### src/rtl/pred_pkg.sv
`timescale 1ns/1ps
package pred_pkg;
    localparam int RIDX_W = 2;
    localparam int NREGS  = 1 << RIDX_W;
    localparam int IMM_W  = 16;

    typedef enum logic [3:0] {
        C_EQ = 4'h0, C_NE = 4'h1, C_CS = 4'h2, C_CC = 4'h3,
        C_MI = 4'h4, C_PL = 4'h5, C_VS = 4'h6, C_VC = 4'h7,
        C_HI = 4'h8, C_LS = 4'h9, C_GE = 4'hA, C_LT = 4'hB,
        C_GT = 4'hC, C_LE = 4'hD, C_AL = 4'hE, C_NV = 4'hF
    } cond_e;

    typedef enum logic [1:0] {
        OP_CMP = 2'd0, OP_TEQ = 2'd1, OP_ADD = 2'd2, OP_NOP = 2'd3
    } op_e;

    typedef struct packed {
        logic n;
        logic z;
        logic c;
        logic v;
    } flags_t;

    typedef struct packed {
        cond_e             cond;
        op_e               op;
        logic [RIDX_W-1:0] rs;
        logic [RIDX_W-1:0] rd;
        logic [4:0]        rsvd;
        logic              use_reg;
        logic [IMM_W-1:0]  imm;
    } dec_t;

    function automatic dec_t decode(input logic [31:0] w);
        dec_t d;
        d.cond    = cond_e'(w[31:28]);
        d.op      = op_e'(w[27:26]);
        d.rs      = w[25:24];
        d.rd      = w[23:22];
        d.rsvd    = w[21:17];
        d.use_reg = w[16];
        d.imm     = w[15:0];
        return d;
    endfunction

    function automatic logic cond_pass(input cond_e c, input flags_t f);
        logic nv_eq;
        nv_eq = (f.n == f.v);
        case (c)
            C_EQ: return f.z;
            C_NE: return !f.z;
            C_CS: return f.c;
            C_CC: return !f.c;
            C_MI: return f.n;
            C_PL: return !f.n;
            C_VS: return f.v;
            C_VC: return !f.v;
            C_HI: return f.c && !f.z;
            C_LS: return !f.c || f.z;
            C_GE: return nv_eq;
            C_LT: return !nv_eq;
            C_GT: return !f.z && nv_eq;
            C_LE: return f.z || !nv_eq;
            C_AL: return 1'b1;
            default: return 1'b0;
        endcase
    endfunction
endpackage

### src/rtl/pred_cond_eval.sv
`timescale 1ns/1ps
module pred_cond_eval
    import pred_pkg::*;
(
    input  cond_e  cond,
    input  flags_t flags,
    output logic   pass
);
    always_comb pass = cond_pass(cond, flags);
endmodule

### src/rtl/pred_alu.sv
`timescale 1ns/1ps
module pred_alu
    import pred_pkg::*;
#(
    parameter int DATA_W = 32
) (
    input  op_e               op,
    input  logic [DATA_W-1:0] a,
    input  logic [DATA_W-1:0] b,
    input  flags_t            flags_in,
    output logic [DATA_W-1:0] result,
    output flags_t            flags_out,
    output logic              wr_reg,
    output logic              wr_flags
);
    logic [DATA_W:0]   diff;
    logic [DATA_W-1:0] xr;

    always_comb begin
        diff      = {1'b0, a} - {1'b0, b};
        xr        = a ^ b;
        result    = a + b;
        flags_out = flags_in;
        wr_reg    = 1'b0;
        wr_flags  = 1'b0;
        case (op)
            OP_CMP: begin
                wr_flags    = 1'b1;
                flags_out.n = diff[DATA_W-1];
                flags_out.z = (diff[DATA_W-1:0] == '0);
                flags_out.c = !diff[DATA_W];
                flags_out.v = (a[DATA_W-1] != b[DATA_W-1]) &&
                              (diff[DATA_W-1] != a[DATA_W-1]);
            end
            OP_TEQ: begin
                wr_flags    = 1'b1;
                flags_out.n = xr[DATA_W-1];
                flags_out.z = (xr == '0);
            end
            OP_ADD:  wr_reg = 1'b1;
            default: ;
        endcase
    end
endmodule

### src/rtl/pred_regfile.sv
`timescale 1ns/1ps
module pred_regfile
    import pred_pkg::*;
#(
    parameter int DATA_W = 32
) (
    input  logic              clk,
    input  logic              rst,
    input  logic              we,
    input  logic [RIDX_W-1:0] wa,
    input  logic [DATA_W-1:0] wd,
    input  logic [RIDX_W-1:0] ra,
    input  logic [RIDX_W-1:0] rb,
    input  logic [RIDX_W-1:0] rc,
    output logic [DATA_W-1:0] qa,
    output logic [DATA_W-1:0] qb,
    output logic [DATA_W-1:0] qc
);
    logic [DATA_W-1:0] regs [NREGS];

    for (genvar i = 0; i < NREGS; i++) begin : g_reg
        always_ff @(posedge clk) begin
            if (rst)
                regs[i] <= '0;
            else if (we && wa == RIDX_W'(i))
                regs[i] <= wd;
        end
    end

    assign qa = regs[ra];
    assign qb = regs[rb];
    assign qc = regs[rc];
endmodule

### src/rtl/pred_exec_unit.sv
`timescale 1ns/1ps
module pred_exec_unit
    import pred_pkg::*;
#(
    parameter int DATA_W = 32
) (
    input  logic              clk,
    input  logic              rst,
    input  logic [31:0]       instr_i,
    input  logic [1:0]        rd_sel_i,
    output logic              fire_o,
    output logic [3:0]        flags_o,
    output logic [DATA_W-1:0] rd_data_o
);
    dec_t              dec;
    flags_t            flags_q;
    flags_t            flags_nx;
    logic              pass;
    logic [DATA_W-1:0] src_a;
    logic [DATA_W-1:0] src_rt;
    logic [DATA_W-1:0] operand;
    logic [DATA_W-1:0] alu_res;
    logic              alu_wr_reg;
    logic              alu_wr_flags;
    logic              reg_we;
    logic              flag_we;
    logic              unused_rsvd;

    assign dec         = decode(instr_i);
    assign unused_rsvd = ^dec.rsvd;
    assign operand     = dec.use_reg ? src_rt : DATA_W'(dec.imm);

    pred_cond_eval u_cond (
        .cond (dec.cond),
        .flags(flags_q),
        .pass (pass)
    );

    pred_alu #(.DATA_W(DATA_W)) u_alu (
        .op       (dec.op),
        .a        (src_a),
        .b        (operand),
        .flags_in (flags_q),
        .result   (alu_res),
        .flags_out(flags_nx),
        .wr_reg   (alu_wr_reg),
        .wr_flags (alu_wr_flags)
    );

    assign reg_we  = pass && alu_wr_reg;
    assign flag_we = pass && alu_wr_flags;

    pred_regfile #(.DATA_W(DATA_W)) u_rf (
        .clk(clk),
        .rst(rst),
        .we (reg_we),
        .wa (dec.rd),
        .wd (alu_res),
        .ra (dec.rs),
        .rb (dec.imm[RIDX_W-1:0]),
        .rc (rd_sel_i),
        .qa (src_a),
        .qb (src_rt),
        .qc (rd_data_o)
    );

    always_ff @(posedge clk) begin
        if (rst)
            flags_q <= '0;
        else if (flag_we)
            flags_q <= flags_nx;
    end

    assign fire_o  = pass;
    assign flags_o = flags_q;
endmodule

### config.mk
export PLATFORM = sky130hd
export DESIGN_NAME = pred_exec_unit
export DESIGN_NICKNAME = d
export VERILOG_FILES = /design/src/rtl/pred_pkg.sv /design/src/rtl/pred_cond_eval.sv /design/src/rtl/pred_alu.sv /design/src/rtl/pred_regfile.sv /design/src/rtl/pred_exec_unit.sv
export SDC_FILE = /design/constraint.sdc
export NUM_CORES = 1
export LEC_CHECK = 0
export ABC_AREA = 1
export BUFFER_PORTS_ARGS = -buffer_cell sky130_fd_sc_hd__buf_2
export CORE_MARGIN = 2
export CORE_UTILIZATION = 45
export CTS_CLUSTER_DIAMETER = 80
export DETAILED_ROUTE_END_ITERATION = 10
export GPL_TIMING_DRIVEN = 0
export HOLD_SLACK_MARGIN = 0.03
export PLACE_DENSITY = 0.67
export SYNTH_ARGS = -nofsm -noshare
export SYNTH_HDL_FRONTEND = slang
export SYNTH_SLANG_ARGS = --single-unit
### constraint.sdc
create_clock -name clk -period 3.85 [get_ports clk]
set_input_delay 0.385 -clock clk [delete_from_list [all_inputs] [get_ports clk]]
set_output_delay 0.385 -clock clk [all_outputs]
set_load 0.005 [all_outputs]
Word-level counts from Yosys, hierarchy flattened
Memories as Yosys holds them, arrays and structs flattened.
Index checks and enable logic that the tools add are counted.
{ "word_totals": {"reg_bits": 4, "mem_bits_rw": 128, "in_bits": 36, "output_inout_bits": 37, "mem_count": 1} }
{ "memory_table": {"columns": ["name", "depth", "word_bits", "read_ports", "rd_clocked_by_memory_dff", "wr", "line_no", "rtl"], "rows": [
  ["u_rf.regs", 4, 32, 3, 0, 4, "pred_regfile.sv:19", "logic [DATA_W-1:0] regs [NREGS];"]
]} }
{ "classes": {"addsub": 2, "n_eq_ne": 22, "n_mux": 23, "bitwise": 5, "n_reduce_logical": 26} }
{ "ops": {"columns": ["cell", "n"], "rows": [
  ["$mux W32", 5],
  ["$logic_not A32 Y1", 2],
  ["$sub A32 B32 Y33", 1],
  ["$add A32 B32 Y32", 1],
  ["$xor A32 B32 Y32", 1],
  ["$eq A4 B4 Y1 const B", 7],
  ["$eq A4 B3 Y1 const B", 4],
  ["$mux W1", 16],
  ["$pmux W1 S15", 1],
  ["$logic_and A1 B1 Y1", 9],
  ["$eq A4 B2 Y1 const B", 2],
  ["$eq A2 B2 Y1 const B", 3],
  ["$logic_not A1 Y1", 6],
  ["$eq A2 B1 Y1 const B", 2],
  ["$eq A4 B1 Y1 const B", 1],
  ["$logic_not A2 Y1", 2],
  ["$logic_not A4 Y1", 1],
  ["$or A1 B1 Y1", 4],
  ["$pmux W2 S2", 1],
  ["$reduce_and A2 Y1", 2],
  ["$logic_or A1 B1 Y1", 2],
  ["$ne A1 B1 Y1", 2],
  ["$reduce_bool A2 Y1", 1],
  ["$reduce_or A2 Y1", 1],
  ["$eq A1 B1 Y1", 1]
]} }

Longest topological paths before layout
Gate-level depths: netlist of the first run.
{ "logic_depth": {"word_depth": 10, "ltp_mapped": 26, "ltp_nobuf": 24} }

Modules after synthesis
Synthesis of the first run repeated with hierarchy kept, for this count alone.
{ "unflattened": {"cells_unflattened": 2204, "area_unflattened_um2": 13350.3} }
{ "modules_own_cells": {"columns": ["module", "n_inst", "cells_per_inst", "area_each_um2", "seq_area_each_um2"], "rows": [
  ["pred_regfile", 1, 1185, 8126.5, 3843.7],
  ["pred_alu", 1, 851, 4468.0, 0.0],
  ["pred_exec_unit", 1, 113, 526.8, 80.1],
  ["pred_cond_eval", 1, 55, 229.0, 0.0]
]} }

Least setup slack after synthesis of the first run
Ideal clock, no wire load.
{ "synth_timing": {"kind": "input port to flip-flop", "start": "input port instr_i[0]", "end": "memory u_rf.regs[0][30], data pin", "setup_time_ps": 263, "arrival_time_ps": 2951, "t_required_ps": 3587, "slack_ps": 636, "cell_stages": 17, "path_cell_list": "inv_1 -> clkbuf_1 -> clkbuf_1 -> a211oi_1 -> a22oi_1 -> ha_1 -> inv_1 -> fa_1 -> o21ai_1 -> nand3_1 -> nand2_1 -> nand2_1 -> nand2_1 -> a21boi_2 -> o21ai_1 -> xor2_1 -> nor2_1"} }
{ "synth_lines": {"columns": ["item", "line_no", "rtl"], "rows": [
  ["start: declaration", "pred_exec_unit.sv:9", "input logic [31:0] instr_i,"],
  ["end: declaration", "pred_regfile.sv:19", null]
]} }

==> flow_summary.toml, run 1 <==
[outcome]
status = "finished, violations left"
violations = "DRC"

[sta]
fin_skew_ns = 0.0147
layout_min_cycle_time_ns = 3.75
rsz0062_at_grt = "no"
period_share_pct = 97.3
setup_tns_ns = 0
setup_violations = 0
timing_hold_violations_final = 0
relSlewSlack_pct = 36.0
worst_hold_slack_ns = 0.117
fmax_mhz = 267
finalMaxSlewViolations = 0
tightest_slew_ns = 0.956

[critical_path]
worstSetupPathType = "in2reg"
start_kind = "input port"
critPathArrivalTime_ns = 3.91
worst_setup_path_end_kind = "register"
critPathMaxFanout = 10
critPathRequiredTime_ns = 4.02
critPathLaunch = "instr_i[24]"
worstReg2RegStart = "u_rf.regs[3][2]"

[floorplan]
die_w_um = 169
dieArea_um2 = 28700
dieHeight_um = 169
num_io_pins = 73
std_cell_rows = 60
initial_core_util_pct = 45.8
core_area_um2 = 26900

[logic_synthesis]
syn_inst = 1866
ys_warn_count = 0
synthFlopType = "edfxtp_1"
synth.area.top_cells = "edfxtp_1 31%, nor2_1 11%, o21ai_0 10%"
yosysSeqAreaShare_pct = 31.9
async_flop_share_pct = 0
syn_nets = 1967
synth_area_leader_cell = "edfxtp_1"
synth_cell_types = 48
yosys_register_bits = 132
syn_area_um2 = 12300
synth_area_per_cell_um2 = 6.60
synth_top_area_share_pct = 31.2
synth_edf_count = 128

[clocking]
cts_max_level = 4
cts_max_path_buffers = 2
clock_latency_ns = 0.44
clkTransAtPathRegs_ns = 0.07
cts_sinks = 132
cts_tree = "built"
numCtsBuffers = 17
cts-root-buf = "clkbuf_16"

[place]
portBuffers = 66
gp_congestion = 0.936
hpwl_um = 36600
place_area_um2 = 13100
placed_cells = 2276

[routing]
drt_iter0_drc = 2096
drt_pass1_iterations = 9
vias = 13600
drt-total-wl_um = 48100
drc_errors = 2
wl_per_cell_um = 20.8
viasPerCell = 5.90
antenna_left = 0

[layout]
n_fill_cell = 2683
nNetsFinal = 2056
layout.cells.non_filler = 2310
post-route-util_pct = 51.6
drive_gt1_share_pct = 11.2
multi_input_area_um2 = 7070
areaGrowthSynthToFinish_pct = 12.5
final_cell_mix = "368 x nor2_1, 331 x nand2_1, 250 x o21ai_0"
postLayoutCellArea_um2 = 13900
final_common_cell = "nor2_1"
regArea_um2 = 3920

[hold_path]
hold_class = "in2reg"
hp-start = "rst"

[global_route]
overflow = 0
grt_usage_pct = 33.1
antenna_found_initial = 0
grt_max_degree = 33
grt_pass1_wl_um = 71100
grt_pass1_vias = 12500

[power]
worst_ir_drop_vdd_uv = 288
leakage_nw = 6.36
p_per_area_nw_per_um2 = 383

[run]
drv_cap = 0
[area by class of cell]
class | count | share of cell area (%)
Clock buffer | 17 | 3.07
Multi-Input combinational cell | 1387 | 51.0
Inverter | 250 | 6.77
Sequential cell | 132 | 28.3
Timing Repair Buffer | 70 | 2.87
Buffer | 97 | 3.87
Clock inverter | 15 | 0.975
Antenna cell | 1 | 0.0181
Tap cell | 341 | 3.08
[power by group]
group / total [mW] / switching [mW] / internal [mW]
clock network: 1.58 / 0.733 / 0.850
registers: 1.70 / 0.0540 / 1.65
logic: 2.02 / 1.44 / 0.579
total: 5.30 / 2.23 / 3.08
[stage by stage]
| stage | power [mW] | worst slack [ns] |
|---|---|---|
| floorplan | 2.99 | 0.636 |
| global placement | 3.61 | -0.810 |
| detailed placement | 3.63 | -0.836 |
| CTS | 5.20 | 0.0371 |
| global route | 5.52 | 0.00778 |
| finish | 5.30 | 0.103 |
[synthesized netlist by cell type, types with 5 or more instances]
library cell,count
nor2_1,368
buf_6,13
buf_4,5
xor2_1,28
nand3_1,58
edfxtp_1,128
a21oi_1,131
clkbuf_1,60
o22ai_1,51
o21ai_0,253
o21bai_1,6
buf_2,14
nor2_2,7
nand4_1,11
inv_2,7
nand2_2,6
nand3_2,8
nor3_1,16
inv_1,242
ha_1,63
nand2_1,335
[final timing paths]
kind	end	slack (ns)	depth (start not counted)
hold reg to reg	flags_o[3]	0.54	2
setup / recovery	u_rf.regs[1][15]	0.10	14
setup reg to reg	u_rf.regs[2][13]	0.31	19
hold / removal	flags_o[3]	0.12	2
[metal layers]
layer / share of wire [%] / vias up / global-route usage (%) / routed length [um]
met2: 45 / 829 / 53.3 / 21800
met1: 41 / 6377 / 44.6 / 19600
met4: 2.9 / 0 / 10.6 / 1410
met5: 0 / - / 0 / 0
li1: - / 6306 / - / -
met3: 11 / 119 / 6.90 / 5390
[logic make-up after synthesis]
| kind of cell | Yosys count | share of synthesized area [%] |
|---|---|---|
| AND/OR/NAND/NOR | 820 | 27.0 |
| AO/OA/AOI/OAI | 472 | 20.6 |
| buffers and inverters | 347 | 11.7 |
| flip-flops | 132 | 31.9 |
| adder cells (fa/ha/maj) | 65 | 6.73 |
| XOR/XNOR | 30 | 2.13 |
[critical path, cell delays in order]
cell      delay [ns]
buf_2           0.15
inv_1           0.14
clkbuf_2        0.31
buf_2           0.34
nor2_1          0.07
o22ai_1         0.44
ha_1            0.33
buf_2           0.18
o21ai_0         0.39
a21oi_1         0.16
a21boi_2        0.20
o21ai_0         0.28
xor2_1          0.43
nor2_1          0.09
[sequential cells by signal (all words and copies together) (netlist names)]
register   cells
u_rf.regs    128
flags_o        4
[repair_timing]
item	CTS	global route
setup buffers	0	1
hold buffers	0	0
cloned	0	0
endpoints found under the setup margin	89	79
gates resized for setup	10	54
Note: power is estimated with default switching activity, not from simulation.
==> inputs of run 2 (changes only) <==
Settings changed: REMOVE_ABC_BUFFERS set to 1.
Clock period 3.85 ns to 4.02 ns, I/O delays scaled along.
==> run 2 against run 1 <==
  * The run now ends clean
  * Total power down 5.9%
  * Global-route usage is 4.3 points lower
  * Non-clock buffer count is 85 lower
  * Die area did not move
  * Final cell count shrank 3.7%
  * Clock power about the same
  * Highest routed layer unchanged
==> flow_summary.toml, run 2 (synthesized netlist as in run 1, its figures left out) <==
[outcome]
status = "completed"

[layout]
nNetsFinal = 1972
final_common_cell = "nor2_1"
final_cell_mix = "368 x nor2_1, 331 x nand2_1, 253 x o21ai_0"
largest_reg_flops = 128
regMostFlops = "u_rf.regs"
drive_gt1_share_pct = 8.97
postLayoutCellArea_um2 = 13500
areaGrowthSynthToFinish_pct = 9.50
antenna_cells = 0
n_fill_cell = 2759

[place]
post-place-ws_ns = -1.12
portBuffers = 67
hpwl_um = 29000
place_area_um2 = 12800
gp_congestion = 1.01

[critical_path]
rr_worst_depth = 19
critPathMaxFanout = 32
r2r_end = "u_rf.regs[2][22]"
rrSetupSlack_ns = 0.52
worstSetupPathType = "in2reg"
critPathRequiredTime_ns = 4.17
critPathArrivalTime_ns = 3.90
worstReg2RegStart = "u_rf.regs[0][0]"
worst_setup_path_end_kind = "register"
start_kind = "input port"

[power]
leakage_nw = 6.12
comb_power_share_pct = 35.8
clkPwrFrac_pct = 31.7
p_per_area_nw_per_um2 = 370
switching_share_pct = 39.3
worst_ir_drop_vdd_uv = 214
power_frac_seq_pct = 32.5
intPower_mw = 3.03
switchingPower_mw = 1.96

[sta]
timing_hold_violations_final = 0
tightest_slew_ns = 1.11
fin_skew_ns = 0.0106
setup_violations = 0
finalMaxSlewViolations = 0
fmax_mhz = 267
fin_ws_ns = 0.270
layout_min_cycle_time_ns = 3.75
period_share_pct = 93.3
relSlewSlack_pct = 25.8
rsz0062_at_grt = "no"

[routing]
drt_iter0_drc = 1242
wl_per_cell_um = 18.5
vias = 12700
antenna_left = 0
drt_pass1_iterations = 5
drt-total-wl_um = 41300
viasPerCell = 5.71
drc_errors = 0

[clocking]
hold_buffers = 0
cts_tree = "built"
cts_sinks = 132
cts_max_path_buffers = 2
numCtsBuffers = 17
cts_max_level = 4
clock_latency_ns = 0.44
clkTransAtPathRegs_ns = 0.06
cts-root-buf = "clkbuf_16"

[global_route]
overflow = 0
grt_pass1_wl_um = 64100
grt_usage_pct = 28.8
antenna_found_initial = 0
grt_pass1_vias = 12100
grt_max_degree = 60

[floorplan]
std_cell_rows = 60
dieArea_um2 = 28700
die_w_um = 169
num_io_pins = 73
dieHeight_um = 169
core_area_um2 = 26900
initial_core_util_pct = 45.8

[hold_path]
hp-start = "rst"
hold_class = "in2reg"
min_to = "flags_o[3]"
min_delay_path_depth = 2

[run]
drv_cap = 0
[run 2: cell count changes in the layout (fill, tap and decap cells not counted), sizes merged]
cell      before  now
clkinvlp       2    4
clkbuf        78   19
bufinv         0    2
diode          1    0
clkinv         6    7
buf          106   82
inv          257  251
[run 2: worst max-delay path by stage]
stage / startpoint / to / slack, ns
after global placement: instr_i[24] / u_rf.regs[2][21] / -1.66
after floorplan: instr_i[24] / u_rf.regs[3][30] / 0.29
after CTS: instr_i[25] / u_rf.regs[0][21] / 0.06
after global routing: instr_i[16] / u_rf.regs[2][22] / 0.01
after detailed placement: instr_i[1] / u_rf.regs[3][26] / -1.12
final: instr_i[16] / u_rf.regs[2][22] / 0.27
[run 2: metrics by stage]
| step | util [%] | TNS, ns | power, mW | hold slack (ns) | cells |
|---|---|---|---|---|---|
| after floorplan | - | 0 | 2.81 | 0.471 | 1769 |
| after global placement | 46.8 | -166.25 | 3.34 | 0.523 | 2177 |
| after detailed placement | 47.5 | -95.74 | 3.37 | 0.529 | 2184 |
| after CTS | 50.0 | 0 | 4.96 | 0.129 | 2225 |
| after global routing | 50.2 | 0 | 5.27 | 0.162 | 2225 |
| final | 50.2 | 0 | 4.99 | 0.142 | 2225 |
[run 2: power by group through the flow]
stage | Combinational (mW) | Sequential, mW | Clock, mW
floorplan | 1.17 | 1.64 | 0
global placement | 1.68 | 1.65 | 0
detailed placement | 1.72 | 1.65 | 0
CTS | 1.74 | 1.62 | 1.60
global route | 1.99 | 1.63 | 1.65
finish | 1.79 | 1.62 | 1.58
[run 2: final cells by class]
class | count | area (um^2) | area share (%)
inverters | 250 | 960 | 7.12
repair inverters | 1 | 7.51 | 0.0557
clock buffers | 19 | 433 | 3.21
repair buffers | 82 | 599 | 4.44
flip-flops and latches | 132 | 3920 | 29.1
clock inverters | 13 | 150 | 1.11
multi-input cells | 1387 | 6990 | 51.8
well taps | 341 | 427 | 3.16
[run 2: routing by layer]
layer  share of wire [%]  up-vias  global-route usage [%]
met5                   0        -                       0
met4                 2.7        0                    11.0
met3                 8.4       79                    4.24
met2                  45      585                    46.4
met1                  44     5909                    39.3
li1                    -     6131                       -
[run 2: timing repair]
item,4_1_cts,5_1_grt
endpoints found under the hold margin,0,0
endpoints found under the setup margin,108,94
pin swaps,0,0
resized for setup,8,18
cloned,1,0
setup buffers,8,0
[run 2: critical path, stage by stage]
cell	delay [ns]
buf_4	0.34
clkinv_4	0.29
nor2_1	0.15
o21ai_0	0.09
a22oi_1	0.28
ha_1	0.25
inv_1	0.07
fa_1	0.41
o21ai_1	0.34
nand3_1	0.11
nand2_1	0.18
nand2_1	0.08
nand2_1	0.13
a21boi_2	0.11
o21ai_2	0.16
nand2_1	0.10
nand2_1	0.07
nand2_1	0.04
nand2_1	0.21
nor2_1	0.06
==> inputs of run 3 (changes only) <==
--- a/config.mk
+++ b/config.mk
@@ -10,3 +10,3 @@
 export CORE_MARGIN = 2
-export CORE_UTILIZATION = 45
+export CORE_UTILIZATION = 30
 export CTS_CLUSTER_DIAMETER = 80
@@ -15,3 +15,3 @@
 export HOLD_SLACK_MARGIN = 0.03
-export PLACE_DENSITY = 0.67
+export PLACE_DENSITY = 0.5
 export REMOVE_ABC_BUFFERS = 1
==> constraint.sdc (replaced) <==
create_clock -name clk -period 4.02 [get_ports clk]
set_input_delay 0.201 -clock clk [delete_from_list [all_inputs] [get_ports clk]]
set_output_delay 0.201 -clock clk [all_outputs]
set_load 0.005 [all_outputs]
==> run 3 against run 2 <==
  * Combinational power hardly changed
  * Clock power hardly changed
  * Critical path depth is 4 lower
  * Largest power group unchanged
  * Largest cell class unchanged
  * Critical endpoint is now u_rf.regs[3][31]
  * Clock skew is 0.0011 ns higher
  * Maximum frequency is 3.6% higher
  * Non-clock buffer count is 5 lower
  * Final area is 1.2% higher
==> flow_summary.toml, run 3 (synthesized netlist as in run 1, its figures left out) <==
[outcome]
status = "completed"

[sta]
layout_min_cycle_time_ns = 3.62
timing_hold_violations_final = 0
worst_hold_slack_ns = 0.114
rsz0062_at_grt = "no"
setup_violations = 0
relSlewSlack_pct = 19.3
fin_skew_ns = 0.0117
tightest_slew_ns = 1.21
fmax_mhz = 276
finalMaxSlewViolations = 0
period_share_pct = 90.0
setup_tns_ns = 0

[floorplan]
initial_core_util_pct = 30.3
std_cell_rows = 74
die_w_um = 207
core_area_um2 = 40600
dieHeight_um = 207
num_io_pins = 73
dieArea_um2 = 42700

[place]
gp_congestion = 0.943
hpwl_um = 32300
place_area_um2 = 13000
portBuffers = 67

[clocking]
cts_max_level = 4
clock_latency_ns = 0.43
cts_sinks = 132
cts-root-buf = "clkbuf_16"
cts_max_path_buffers = 2
clkTransAtPathRegs_ns = 0.07
numCtsBuffers = 17
cts_tree = "built"

[routing]
drc_errors = 0
drt-total-wl_um = 44200
vias = 12500
antenna_left = 0
wl_per_cell_um = 18.3
drt_pass1_iterations = 5
drt_iter0_drc = 1025
viasPerCell = 5.20

[global_route]
grt_usage_pct = 21.0
grt_pass1_vias = 12200
antenna_found_initial = 0
grt_max_degree = 60
overflow = 0
grt_pass1_wl_um = 68300

[layout]
areaGrowthSynthToFinish_pct = 10.8
largest_reg_flops = 128
final_cell_mix = "368 x nor2_1, 331 x nand2_1, 253 x o21ai_0"
antenna_cells = 0
drive_gt1_share_pct = 8.25
nNetsFinal = 1966
final_common_cell = "nor2_1"
n_fill_cell = 4447
regMostFlops = "u_rf.regs"
post-route-util_pct = 33.6
postLayoutCellArea_um2 = 13600

[power]
p_per_area_nw_per_um2 = 367
leakage_nw = 6.09
worst_ir_drop_vdd_uv = 229

[critical_path]
worst_setup_path_end_kind = "register"
worstSetupPathType = "in2reg"
rr_worst_depth = 16
critPathArrivalTime_ns = 3.77
critPathMostFrequentCell = "a21oi_1"
critPathRequiredTime_ns = 4.17
rrSetupSlack_ns = 0.55
critPathMaxFanout = 59
crit_slowest_cell = "xor2_1"
slowest_delay_ns = 0.41
start_kind = "input port"
crit_chain = "buf_6, inv_4, buf_12, a21oi_1, o21ai_0, a21oi_1, ha_1, a21oi_1, inv_1, a31oi_1, nor2_1, nor2_1, nand3_2, a21oi_1, xor2_1, nor2_1"

[hold_path]
min_delay_path_depth = 3
hold_class = "in2reg"

[run]
drv_cap = 0
-- run 3: cell count changes in the layout (fill, tap and decap cells not counted), moves of 3 or more --
cell / previous run / this run
inv_6: 3 / 0
clkinv_2: 1 / 4
buf_4: 8 / 2
clkinv_4: 6 / 1
clkinv_1: 0 / 3
-- run 3: cell type report --
cell class                 count  area (um^2)  share of cell area [%]
clock buffer                  20          437                    3.20
timing repair buffer          77          561                    4.11
tap                          532          666                    4.88
sequential                   132         3920                    28.7
clock inverter                12          138                    1.01
inverter                     250          952                    6.98
multi-input combinational   1387         6970                    51.1
-- run 3: path summary, 6_finish.rpt --
kind	startpoint	endpoint
max	instr_i[0]	u_rf.regs[3][31]
min	instr_i[26]	flags_o[0]
max reg2reg	u_rf.regs[0][0]	u_rf.regs[3][28]
min reg2reg	flags_o[3]	flags_o[3]
-- run 3: repair_timing --
action / 4_1_cts / 5_1_grt
hold buffers: 1 / 0
pin swaps: 0 / 0
setup buffers: 1 / 0
endpoints found under the setup margin: 77 / 57
resized for setup: 7 / 9
hold endpoints to repair: 1 / 0
-- run 3: critical path, delay by kind of cell --
family,cells,cell delay (ns)
buf+inv,4,0.94
xor+xnor,1,0.41
fa+ha+maj,1,0.35
simple gates,4,0.53
compound gates,6,1.27
-- run 3: power by group --
| part | switching, mW | internal [mW] |
|---|---|---|
| clock | 0.632 | 0.965 |
| combinational | 1.27 | 0.526 |
| sequential | 0.0459 | 1.58 |
| total | 1.95 | 3.07 |
-- run 3: routing by layer --
metal	wire (um)	track usage (%)
met4	913	5.84
met2	20300	35.0
met3	2590	3.12
met1	20400	28.3
met5	0	0
-- run 3: per-stage QoR --
step	power [mW]	setup slack (ns)	std cells
after CTS	5.02	0.0323	2410
after detailed placement	3.42	-1.04	2376
after floorplan	2.81	0.495	1769
after global placement	3.39	-1.87	2368
after global routing	5.32	0.0557	2410
final	5.02	0.401	2410
